### src/rtl/sra_pkg.sv
package sra_pkg;

    typedef enum logic [2:0] {
        ST_IDLE,
        ST_CMD,
        ST_WR,
        ST_RD,
        ST_DONE,
        ST_DROP
    } sra_state_e;

    localparam int CMD_W = 8;

endpackage

### src/rtl/sra_sync.sv
module sra_sync #(
    parameter int         N       = 3,
    parameter int         STAGES  = 2,
    parameter logic [N-1:0] RST_VAL = '0
) (
    input  logic         clk,
    input  logic         rst_n,
    input  logic [N-1:0] async_i,
    output logic [N-1:0] sync_o
);

    genvar g;
    generate
        for (g = 0; g < N; g++) begin : g_bit
            logic [STAGES-1:0] chain_d;
            logic [STAGES-1:0] chain_q;

            always_comb begin
                chain_d = {chain_q[STAGES-2:0], async_i[g]};
            end

            always_ff @(posedge clk or negedge rst_n) begin
                if (!rst_n) chain_q <= {STAGES{RST_VAL[g]}};
                else        chain_q <= chain_d;
            end

            assign sync_o[g] = chain_q[STAGES-1];
        end
    endgenerate

endmodule

### src/rtl/sra_regbank.sv
module sra_regbank #(
    parameter int           NREG    = 16,
    parameter int           DW      = 8,
    parameter logic [DW-1:0] RST_VAL = '0,
    localparam int          AW      = $clog2(NREG)
) (
    input  logic               clk,
    input  logic               rst_n,
    input  logic               wr_en,
    input  logic [AW-1:0]      wr_addr,
    input  logic [DW-1:0]      wr_data,
    input  logic [AW-1:0]      rd_addr,
    output logic [DW-1:0]      rd_data,
    input  logic [DW-1:0]      status_i,
    output logic [NREG*DW-1:0] cfg_o
);

    logic [NREG-1:1][DW-1:0] regs_d;
    logic [NREG-1:1][DW-1:0] regs_q;

    always_comb begin
        regs_d = regs_q;
        for (int i = 1; i < NREG; i++) begin
            if (wr_en && (wr_addr == AW'(i))) regs_d[i] = wr_data;
        end
    end

    always_ff @(posedge clk or negedge rst_n) begin
        if (!rst_n) regs_q <= {(NREG-1){RST_VAL}};
        else        regs_q <= regs_d;
    end

    always_comb begin
        rd_data = status_i;
        for (int i = 1; i < NREG; i++) begin
            if (rd_addr == AW'(i)) rd_data = regs_q[i];
        end
    end

    genvar g;
    generate
        for (g = 0; g < NREG; g++) begin : g_slot
            if (g == 0) begin : g_status
                assign cfg_o[DW-1:0] = status_i;
            end else begin : g_reg
                assign cfg_o[g*DW +: DW] = regs_q[g];
            end
        end
    endgenerate

    // contents move only on a write strobe
    assert_hold_without_write_R2: assert property (@(posedge clk) disable iff (!rst_n)
        !wr_en |=> $stable(regs_q));

    // a write aimed at the status slot leaves the bank untouched
    assert_status_read_only_R4: assert property (@(posedge clk) disable iff (!rst_n)
        (wr_en && wr_addr == '0) |=> $stable(regs_q));

endmodule

### src/rtl/sra_shifter.sv
module sra_shifter
    import sra_pkg::*;
#(
    parameter int NREG = 16,
    parameter int DW   = 8,
    localparam int AW  = $clog2(NREG),
    localparam int SW  = (CMD_W > DW) ? CMD_W : DW,
    localparam int CW  = $clog2(SW)
) (
    input  logic          clk,
    input  logic          rst_n,
    input  logic          cs_n_s,
    input  logic          sclk_s,
    input  logic          sdi_s,
    output logic [AW-1:0] rd_addr,
    input  logic [DW-1:0] rd_data,
    output logic          wr_en,
    output logic [AW-1:0] wr_addr,
    output logic [DW-1:0] wr_data,
    output logic          sdo,
    output logic          sdo_oe
);

    localparam logic [CW-1:0] CMD_LAST  = CW'(CMD_W - 1);
    localparam logic [CW-1:0] DATA_LAST = CW'(DW - 1);
    localparam logic [AW-1:0] ADDR_TOP  = AW'(NREG - 1);

    typedef struct packed {
        sra_state_e    st;
        logic [CW-1:0] cnt;
        logic [SW-1:0] sh_in;
        logic [DW-1:0] sh_out;
        logic [AW-1:0] addr;
        logic          burst;
        logic          sclk_prev;
        logic          sdo;
        logic          oe;
    } shf_t;

    shf_t q, d;

    logic             rise, fall;
    logic [SW-1:0]    shifted;
    logic [CMD_W-1:0] cmd;
    logic             cmd_rw, cmd_burst, cmd_bad;
    logic [AW-1:0]    cmd_addr;

    assign rise    = sclk_s & ~q.sclk_prev;
    assign fall    = ~sclk_s & q.sclk_prev;
    assign shifted = {sdi_s, q.sh_in[SW-1:1]};
    assign cmd     = shifted[SW-1 -: CMD_W];

    always_comb begin
        cmd_rw    = cmd[0];
        cmd_addr  = cmd[AW:1];
        cmd_burst = cmd[CMD_W-1];
        if (cmd_burst) cmd_bad = (cmd_addr != '0);
        else           cmd_bad = (cmd[CMD_W-2:AW+1] != '0);
    end

    always_comb begin
        d           = q;
        d.sclk_prev = sclk_s;
        d.oe        = ~cs_n_s;
        wr_en       = 1'b0;
        wr_addr     = q.addr;
        wr_data     = shifted[SW-1 -: DW];
        rd_addr     = q.addr;

        if (cs_n_s) begin
            d.st    = ST_IDLE;
            d.cnt   = '0;
            d.sdo   = 1'b0;
            d.burst = 1'b0;
        end else begin
            unique case (q.st)
                ST_IDLE: begin
                    d.st  = ST_CMD;
                    d.cnt = '0;
                end
                ST_CMD: begin
                    if (rise) begin
                        d.sh_in = shifted;
                        d.cnt   = q.cnt + 1'b1;
                        if (q.cnt == CMD_LAST) begin
                            d.cnt = '0;
                            if (cmd_bad) begin
                                d.st = ST_DROP;
                            end else begin
                                d.burst = cmd_burst;
                                d.addr  = cmd_burst ? '0 : cmd_addr;
                                rd_addr = d.addr;
                                if (cmd_rw) begin
                                    d.st     = ST_RD;
                                    d.sh_out = rd_data;
                                end else begin
                                    d.st = ST_WR;
                                end
                            end
                        end
                    end
                end
                ST_WR: begin
                    if (rise) begin
                        d.sh_in = shifted;
                        d.cnt   = q.cnt + 1'b1;
                        if (q.cnt == DATA_LAST) begin
                            d.cnt = '0;
                            wr_en = 1'b1;
                            if (q.burst && q.addr != ADDR_TOP) d.addr = q.addr + 1'b1;
                            else                               d.st   = ST_DONE;
                        end
                    end
                end
                ST_RD: begin
                    if (fall) begin
                        d.sdo    = q.sh_out[0];
                        d.sh_out = q.sh_out >> 1;
                    end
                    if (rise) begin
                        d.cnt = q.cnt + 1'b1;
                        if (q.cnt == DATA_LAST) begin
                            d.cnt = '0;
                            if (q.burst && q.addr != ADDR_TOP) begin
                                d.addr   = q.addr + 1'b1;
                                rd_addr  = d.addr;
                                d.sh_out = rd_data;
                            end else begin
                                d.st = ST_DONE;
                            end
                        end
                    end
                end
                default: begin
                    d.sdo = 1'b0;
                end
            endcase
        end
    end

    always_ff @(posedge clk or negedge rst_n) begin
        if (!rst_n) begin
            q           <= '0;
            q.st        <= ST_IDLE;
        end else begin
            q <= d;
        end
    end

    assign sdo    = q.sdo;
    assign sdo_oe = q.oe;

    // a deselected port releases the data line one cycle later
    assert_oe_released_R9: assert property (@(posedge clk) disable iff (!rst_n)
        cs_n_s |=> !sdo_oe);

    // raising select always returns the engine to idle
    assert_select_ends_R8: assert property (@(posedge clk) disable iff (!rst_n)
        cs_n_s |=> (q.st == ST_IDLE));

    // a rejected command never produces a write
    assert_drop_silent_R7: assert property (@(posedge clk) disable iff (!rst_n)
        (q.st == ST_DROP) |-> !wr_en);

    // read transfers never write
    assert_read_no_write_R3: assert property (@(posedge clk) disable iff (!rst_n)
        (q.st == ST_RD) |-> !wr_en);

    // each burst write step moves to the next address or finishes
    assert_burst_ascends_R5: assert property (@(posedge clk) disable iff (!rst_n)
        (wr_en && q.burst && !cs_n_s)
        |=> ((q.addr == $past(q.addr) + 1'b1) || (q.st == ST_DONE)));

endmodule

### src/rtl/sra_ctrl.sv
module sra_ctrl #(
    parameter int           NREG        = 16,
    parameter int           DW          = 8,
    parameter int           SYNC_STAGES = 2,
    parameter logic [DW-1:0] RST_VAL     = '0,
    localparam int          AW          = $clog2(NREG)
) (
    input  logic               clk,
    input  logic               rst_n,
    input  logic               cs_n,
    input  logic               sclk,
    input  logic               sdi,
    output logic               sdo,
    output logic               sdo_oe,
    input  logic [DW-1:0]      status_i,
    output logic [NREG*DW-1:0] cfg_o
);

    logic [2:0]    line_s;
    logic          wr_en;
    logic [AW-1:0] wr_addr, rd_addr;
    logic [DW-1:0] wr_data, rd_data;

    sra_sync #(
        .N       (3),
        .STAGES  (SYNC_STAGES),
        .RST_VAL (3'b100)
    ) u_sync (
        .clk     (clk),
        .rst_n   (rst_n),
        .async_i ({cs_n, sclk, sdi}),
        .sync_o  (line_s)
    );

    sra_shifter #(
        .NREG (NREG),
        .DW   (DW)
    ) u_shift (
        .clk     (clk),
        .rst_n   (rst_n),
        .cs_n_s  (line_s[2]),
        .sclk_s  (line_s[1]),
        .sdi_s   (line_s[0]),
        .rd_addr (rd_addr),
        .rd_data (rd_data),
        .wr_en   (wr_en),
        .wr_addr (wr_addr),
        .wr_data (wr_data),
        .sdo     (sdo),
        .sdo_oe  (sdo_oe)
    );

    sra_regbank #(
        .NREG    (NREG),
        .DW      (DW),
        .RST_VAL (RST_VAL)
    ) u_bank (
        .clk      (clk),
        .rst_n    (rst_n),
        .wr_en    (wr_en),
        .wr_addr  (wr_addr),
        .wr_data  (wr_data),
        .rd_addr  (rd_addr),
        .rd_data  (rd_data),
        .status_i (status_i),
        .cfg_o    (cfg_o)
    );

endmodule

### config.mk
export PLATFORM = sky130hd
export DESIGN_NAME = sra_ctrl
export DESIGN_NICKNAME = d
export VERILOG_FILES = /design/src/rtl/sra_pkg.sv /design/src/rtl/sra_sync.sv /design/src/rtl/sra_regbank.sv /design/src/rtl/sra_shifter.sv /design/src/rtl/sra_ctrl.sv
export SDC_FILE = /design/constraint.sdc
export NUM_CORES = 1
export LEC_CHECK = 0
export ABC_AREA = 1
export BUFFER_PORTS_ARGS = -buffer_cell sky130_fd_sc_hd__buf_2
export CAP_MARGIN = 20
export CORE_MARGIN = 8
export CORE_UTILIZATION = 30
export CTS_CLUSTER_DIAMETER = 150
export DETAILED_ROUTE_END_ITERATION = 8
export GPL_ROUTABILITY_DRIVEN = 0
export PLACE_DENSITY_LB_ADDON = 0.25
export SLEW_MARGIN = 10
export SYNTH_ARGS = -nofsm -noshare
export SYNTH_HDL_FRONTEND = slang
export SYNTH_SLANG_ARGS = --single-unit
### constraint.sdc
create_clock -name clk -period 2.7 [get_ports clk]
set_input_delay 0 -clock clk [delete_from_list [all_inputs] [get_ports clk]]
set_output_delay 0 -clock clk [all_outputs]
set_load 0.01 [all_outputs]
---- Yosys cells after proc, flatten, opt, wreduce, memory -nomap -nowiden ----
Cells that the tools add are included.
storage, ports and cells
  register bits ........................... 156
  logic and storage cells ................. 172
operators by class
  $add $sub $neg .......................... 2
  equality and inequality tests ........... 50
  muxes and demuxes ....................... 54
  bitwise logic cells ..................... 5
  reduce and logical (&&, ||, !) cells .... 34
operators by type and width
  kind                                                   count
  2-to-1 mux 8 bit                                       17
  equality test 4 bit, second input constant             16
  2-to-1 mux 12 bit                                      3
  equality test 4 x 3 -> 1 bit, second input constant    8
  2-to-1 mux 4 bit                                       8
  case mux 8 bit (2 select lines)                        2
  2-to-1 mux 27 bit                                      1
  2-to-1 mux 13 bit                                      2
  2-to-1 mux 6 bit                                       4
  case mux 6 bit (4 select lines)                        1
  equality test 4 x 2 -> 1 bit, second input constant    4
  logical AND 1 bit                                      16
  inequality test 2 x 1 -> 1 bit, second input constant  8
  inequality test 3 x 2 -> 1 bit, second input constant  5
  2-to-1 mux 14 bit                                      1
  case mux 4 bit (3 select lines)                        1
  AND reduction 4 bit                                    3
  nonzero test 2 bit                                     6
  2-to-1 mux 1 bit                                       10
  equality test 4 x 1 -> 1 bit, second input constant    2
  case mux 4 bit (2 select lines)                        1
  AND reduction 8 bit                                    1
  equality test 3 x 2 -> 1 bit, second input constant    2
  2-to-1 mux 3 bit                                       2
  other kinds (17)                                       21

---- Depth between registers and ports, before layout ----
  word-level depth ........................ 29
  gate-level depth with buffers ........... 33
  gate-level depth less buffers ........... 32

---- Cells and area by module ----
Synthesis repeated with hierarchy kept, for this count alone.
second synthesis, totals
  cell total of the unflattened synthesis .. 1131
  area total of the unflattened synthesis .. 8259.2 sq um
modules (own cells, without submodules)
  module       times used  cells an instance  area an instance (sq um)
  sra_regbank  1           817                5977.0
  sra_shifter  1           305                2107.0
  sra_sync     1           9                  175.2

---- Worst setup path after synthesis ----
OpenSTA, ideal clock, no wires.
  path type ............................... reg2reg
  start point ............................. reg u_shift.q[24] (netlist name)
  end point ............................... reg u_shift.q[13] (netlist name)
  arrival time ............................ 2.776 ns
  path slack .............................. -0.192 ns
  cell stages (with the launch flop) ...... 34
  clock period less this slack ............ 2.892 ns
  cells stage by stage .................... dfrtp_1 -> ha_1 -> ha_1 -> nand3_2 -> inv_2 -> nand2_2 -> nand2_1 -> nand2_1 -> nand2_1 -> nand2_1 -> nand2_1 -> nand2_1 -> nor2_2 -> buf_6 -> nand2_4 -> clkinv_2 -> nand2_1 -> nand3_1 -> nand2_1 -> nand2_1 -> nand3_1 -> nand3_1 -> nand3_1 -> nand3_1 -> nand3_1 -> nand2_1 -> nand2_1 -> nand3_1 -> nand2_1 -> nand2_1 -> nand2_1 -> nand2_1 -> nand2_1 -> nand2_1
on the way
  word-level cells in the longest chain between the ends .. 26
  elaborated cells between the ends (all ways) .. 47
  classes of those cells .................. eq/ne: 17; mux: 29; reduce/logical: 1
ends and longest elaborated chain
  item                                 RTL line                               source
  start, declared                      sra_shifter.sv:40                      shf_t q, d;
  equality test 3 bit *                sra_shifter.sv:85, sra_shifter.sv:122
  2-to-1 mux 4 bit (on tied branches)  --
  2-to-1 mux 4 bit (on tied branches)  sra_shifter.sv:120, sra_shifter.sv:82
  case mux 4 bit (2 select lines)      sra_shifter.sv:76                      unique case (q.st)
  2-to-1 mux 4 bit                     sra_shifter.sv:70                      if (cs_n_s) begin
  equality test 4 x 1 -> 1 bit         sra_regbank.sv:36                      if (rd_addr == AW'(i)) rd_data = regs_q[i];
  2-to-1 mux 8 bit (15 in a row)       sra_regbank.sv:36
  2-to-1 mux 8 bit                     sra_shifter.sv:93                      if (cmd_rw) begin
  2-to-1 mux 13 bit                    sra_shifter.sv:87                      if (cmd_bad) begin
  2-to-1 mux 13 bit                    sra_shifter.sv:85                      if (q.cnt == CMD_LAST) begin
  2-to-1 mux 27 bit                    sra_shifter.sv:82                      if (rise) begin
  case mux 8 bit (2 select lines)      sra_shifter.sv:76
Mark *: on every way between the ends. The rest lies on a longest branch, timed or not. The select of a mux whose other input is x is not followed.
A chain may end at the register's enable or synchronous reset.

---- Worst setup path after layout ----
  start point ............................. reg u_shift.q (netlist bit u_shift.wr_addr[1])
  end point ............................... reg u_shift.q[9] (netlist name)
on the way
  word-level cells in the longest chain between the ends .. 28
  elaborated cells between the ends (all ways) .. 49
  classes of those cells .................. add/sub: 1; eq/ne: 16; mux: 31; reduce/logical: 1
ends and longest elaborated chain
  item                                                           RTL line
  branches (longest 27 deep; another with adder 4 x 1 -> 4 bit)  --
  case mux 8 bit (2 select lines) *                              sra_shifter.sv:76
Every way passes the cells marked *. The select of a mux whose other input is x is not followed.

==> results.py <==
metrics = {
    "hold_path": {
        "timing.hold.worst.class": "in -> async",
    },
    "synthesis": {
        "synth_edf_count": 0,
        "synth_cells": 1024,
        "muxShareOfSynthArea": 0,
        "synth-adder-area-share": 0.00954,
        "synth_top_family_by_area": "simple AND/OR/NAND/NOR gates",
        "syn_area_sq_um": 7870,
        "ys_seq_area_frac": 0.493,
        "avgSynthCellArea_sq_um": 7.68,
        "synthXorXnorAreaFrac": 0,
        "syn_nets": 1043,
        "ys.warnings.count": 0,
        "synth-compound-area-share": 0.138,
        "synth_cell_types": 38,
        "async_flop_share": 1.00,
        "ys_ff_latch": 155,
        "synth_flop_cell": "dfrtp_1",
        "synth-simple-area-share": 0.294,
    },
    "detailed_routing": {
        "detailroute.via_count": 7996,
        "post-route-drc-count": 0,
        "drt_iter0_drc": 685,
        "drtAntennaViolNets": 0,
        "viasPerCell": 4.85,
        "drt-pass1-iter-count": 5,
        "wire_per_inst_um": 17.4,
        "drt_wl_total_mm": 28.7,
    },
    "layout": {
        "final_util": 0.432,
        "syn2layout_area_growth_pct": 42.2,
        "finalNetCount": 1320,
        "final_cell_mix": "292 x nand2_1, 152 x dfrtp_1, 144 x o21ai_0, 141 x buf_2, 141 x buf_4",
        "layout-drive-gt1-share": 0.362,
        "diodes": 0,
        "final_common_cell": "nand2_1",
    },
    "setup_path": {
        "reg2reg_to": "u_shift.q[9]",
        "r2r_slack_ns": -0.69,
        "required_ns": 3.02,
        "arrival_ns": 3.71,
        "crit_type": "reg -> reg",
        "rr_startpoint": "u_shift.wr_addr[1]",
        "worstSetupStartpointType": "flop",
        "crit_slowest_cell": "dfrtp_1",
        "critPathMaxFanout": 4,
        "end_kind": "flop",
        "rr_worst_depth": 31,
        "slowest_delay_ns": 0.43,
    },
    "die": {
        "fp.coreArea_sq_um": 25900,
        "dieHeight_um": 178,
        "io_pins": 143,
        "rows": 59,
        "start_util": 0.304,
        "die_w_um": 178,
        "dieArea_sq_um": 31700,
    },
    "grt": {
        "grt-ovfl-total": 0,
        "grt_max_degree": 65,
        "antenna_found_initial": 0,
        "grt_pass1_wl_mm": 43.8,
        "grt_pass1_vias": 7579,
        "grtUsageTotal": 0.178,
    },
    "power": {
        "peakVddDrop_mv": 0.258,
        "power.density_nw_per_um2": 600,
        "power_mw": 6.71,
        "p_leak_nw": 5.81,
    },
    "cts": {
        "cts_tree": "built",
        "clock_path_buffers": 2,
        "htreeDepth": 4,
        "cts-root-buf": "clkbuf_16",
        "clk_pin_slew_ns": 0.07,
        "numClockSinks": 155,
        "clkLatencyLatePin_ns": 0.43,
        "cts_buffers": 17,
    },
    "sta": {
        "rsz0062_at_grt": "true",
        "finalHoldViolations": 0,
        "slew_headroom": 0.481,
        "fin_worst_skew_ns": 0.0112,
        "setup_ws_ns": -0.691,
        "setup_viol": 8,
        "slew_violations": 0,
        "worst_pin_slew_ns": 0.778,
        "final.period_utilization": 1.26,
        "fmax_mhz": 295,
        "min_period_ns": 3.39,
    },
    "placement": {
        "hpwl_mm": 20.9,
        "port_buffers": 142,
        "dp_slack_ns": -0.722,
    },
    "status": {
        "status": "finished with violations",
        "violations": "setup timing",
    },
    "run": {
        "cap_violations": 0,
    },
}
==> cell usage after synthesis (6+ instances only) <==
master	count	share of area
a21oi_1	40	0.025
buf_4	11	0.010
clkbuf_1	31	0.015
dfrtp_1	153	0.49
ha_1	6	0.0095
inv_1	67	0.032
inv_2	7	0.0033
nand2_1	325	0.16
nand2_2	14	0.011
nand3_1	75	0.048
nor2_1	75	0.036
o21ai_0	144	0.092
o21ai_1	8	0.0051
or2_1	8	0.0064
or2_2	13	0.010
==> final cells by class <==
cell class	instances	area, sq um
Fill cell	2603	14700
Multi-Input combinational cell	749	3950
Sequential cell	155	3880
Timing Repair Buffer	302	2030
Clock buffer	18	439
Tap cell	335	419
Inverter	76	305
Clock inverter	14	158
==> per-layer routing <==
metal | up-vias | global-route usage | routed length, um
li1 | 3880 | - | -
met1 | 3770 | 0.255 | 13500
met2 | 309 | 0.275 | 12800
met3 | 37 | 0.0321 | 1960
met4 | 0 | 0.0361 | 378
met5 | - | 0 | 0
==> power breakdown <==
part           switching, mW  leakage [nW]  internal [mW]
clock                   1.06         0.296           1.41
sequential            0.0471          2.10           2.38
combinational           1.11          3.42          0.700
total                   2.22          5.81           4.50
==> how the worst max path moves through the flow <==
stage                                   from            end  slack (ns)  cells past startpoint
final                     u_shift.wr_addr[1]   u_shift.q[9]       -0.69                     31
after global routing      u_shift.wr_addr[0]  u_shift.q[15]       -0.82                     31
after CTS                      u_shift.q[25]   u_shift.q[9]       -0.65                     33
after detailed placement       u_shift.q[25]   u_shift.q[9]       -0.72                     31
after global placement         u_shift.q[25]   u_shift.q[9]       -0.68                     31
after floorplan                u_shift.q[25]  u_shift.q[14]       -0.06                     29
==> worst max-delay path: cells and delay by family (launching register included) <==
kind / cells / cell delay [ns]
AND/OR/NAND/NOR: 26 / 2.05
flip-flops: 1 / 0.43
AO/OA/AOI/OAI: 1 / 0.23
adder cells (fa/ha/maj): 1 / 0.18
buffers and inverters: 3 / 0.41
==> stage by stage <==
stage	hold slack, ns	instances	cell area (sq um)	setup TNS, ns
floorplan	-0.296	1024	7970	-0.344
global placement	-0.0182	1590	9930	-3.77
detailed placement	-0.0157	1590	9930	-4.30
CTS	0.125	1640	10900	-4.67
global route	0.160	1649	11200	-6.15
finish	0.0981	1649	11200	-4.64
==> registers in the layout, indices dropped and copies added, names as in the netlist <==
register	flops
u_shift.sdo_oe	1
u_sync.g_bit.chain_q	6
u_shift.wr_data	7
u_shift.wr_addr	4
u_bank.cfg_o	120
u_shift.sdo	1
u_shift.q	16
==> what timing repair did <==
item                                    in CTS  in global routing
pin swaps                                   35                 55
endpoints found under the setup margin       8                  8
gates resized for setup                     45                 65
hold buffers                                 4                  0
buffers inserted                            13                  7
endpoints found under the hold margin       75                  0
cloned                                       1                  2
==> logic make-up after synthesis <==
group,after synthesis
AO/OA/AOI/OAI,206
adder cells (fa/ha/maj),6
AND/OR/NAND/NOR,535
buffers and inverters,122
flip-flops,155
Note: power is estimated with default switching activity, not from simulation.
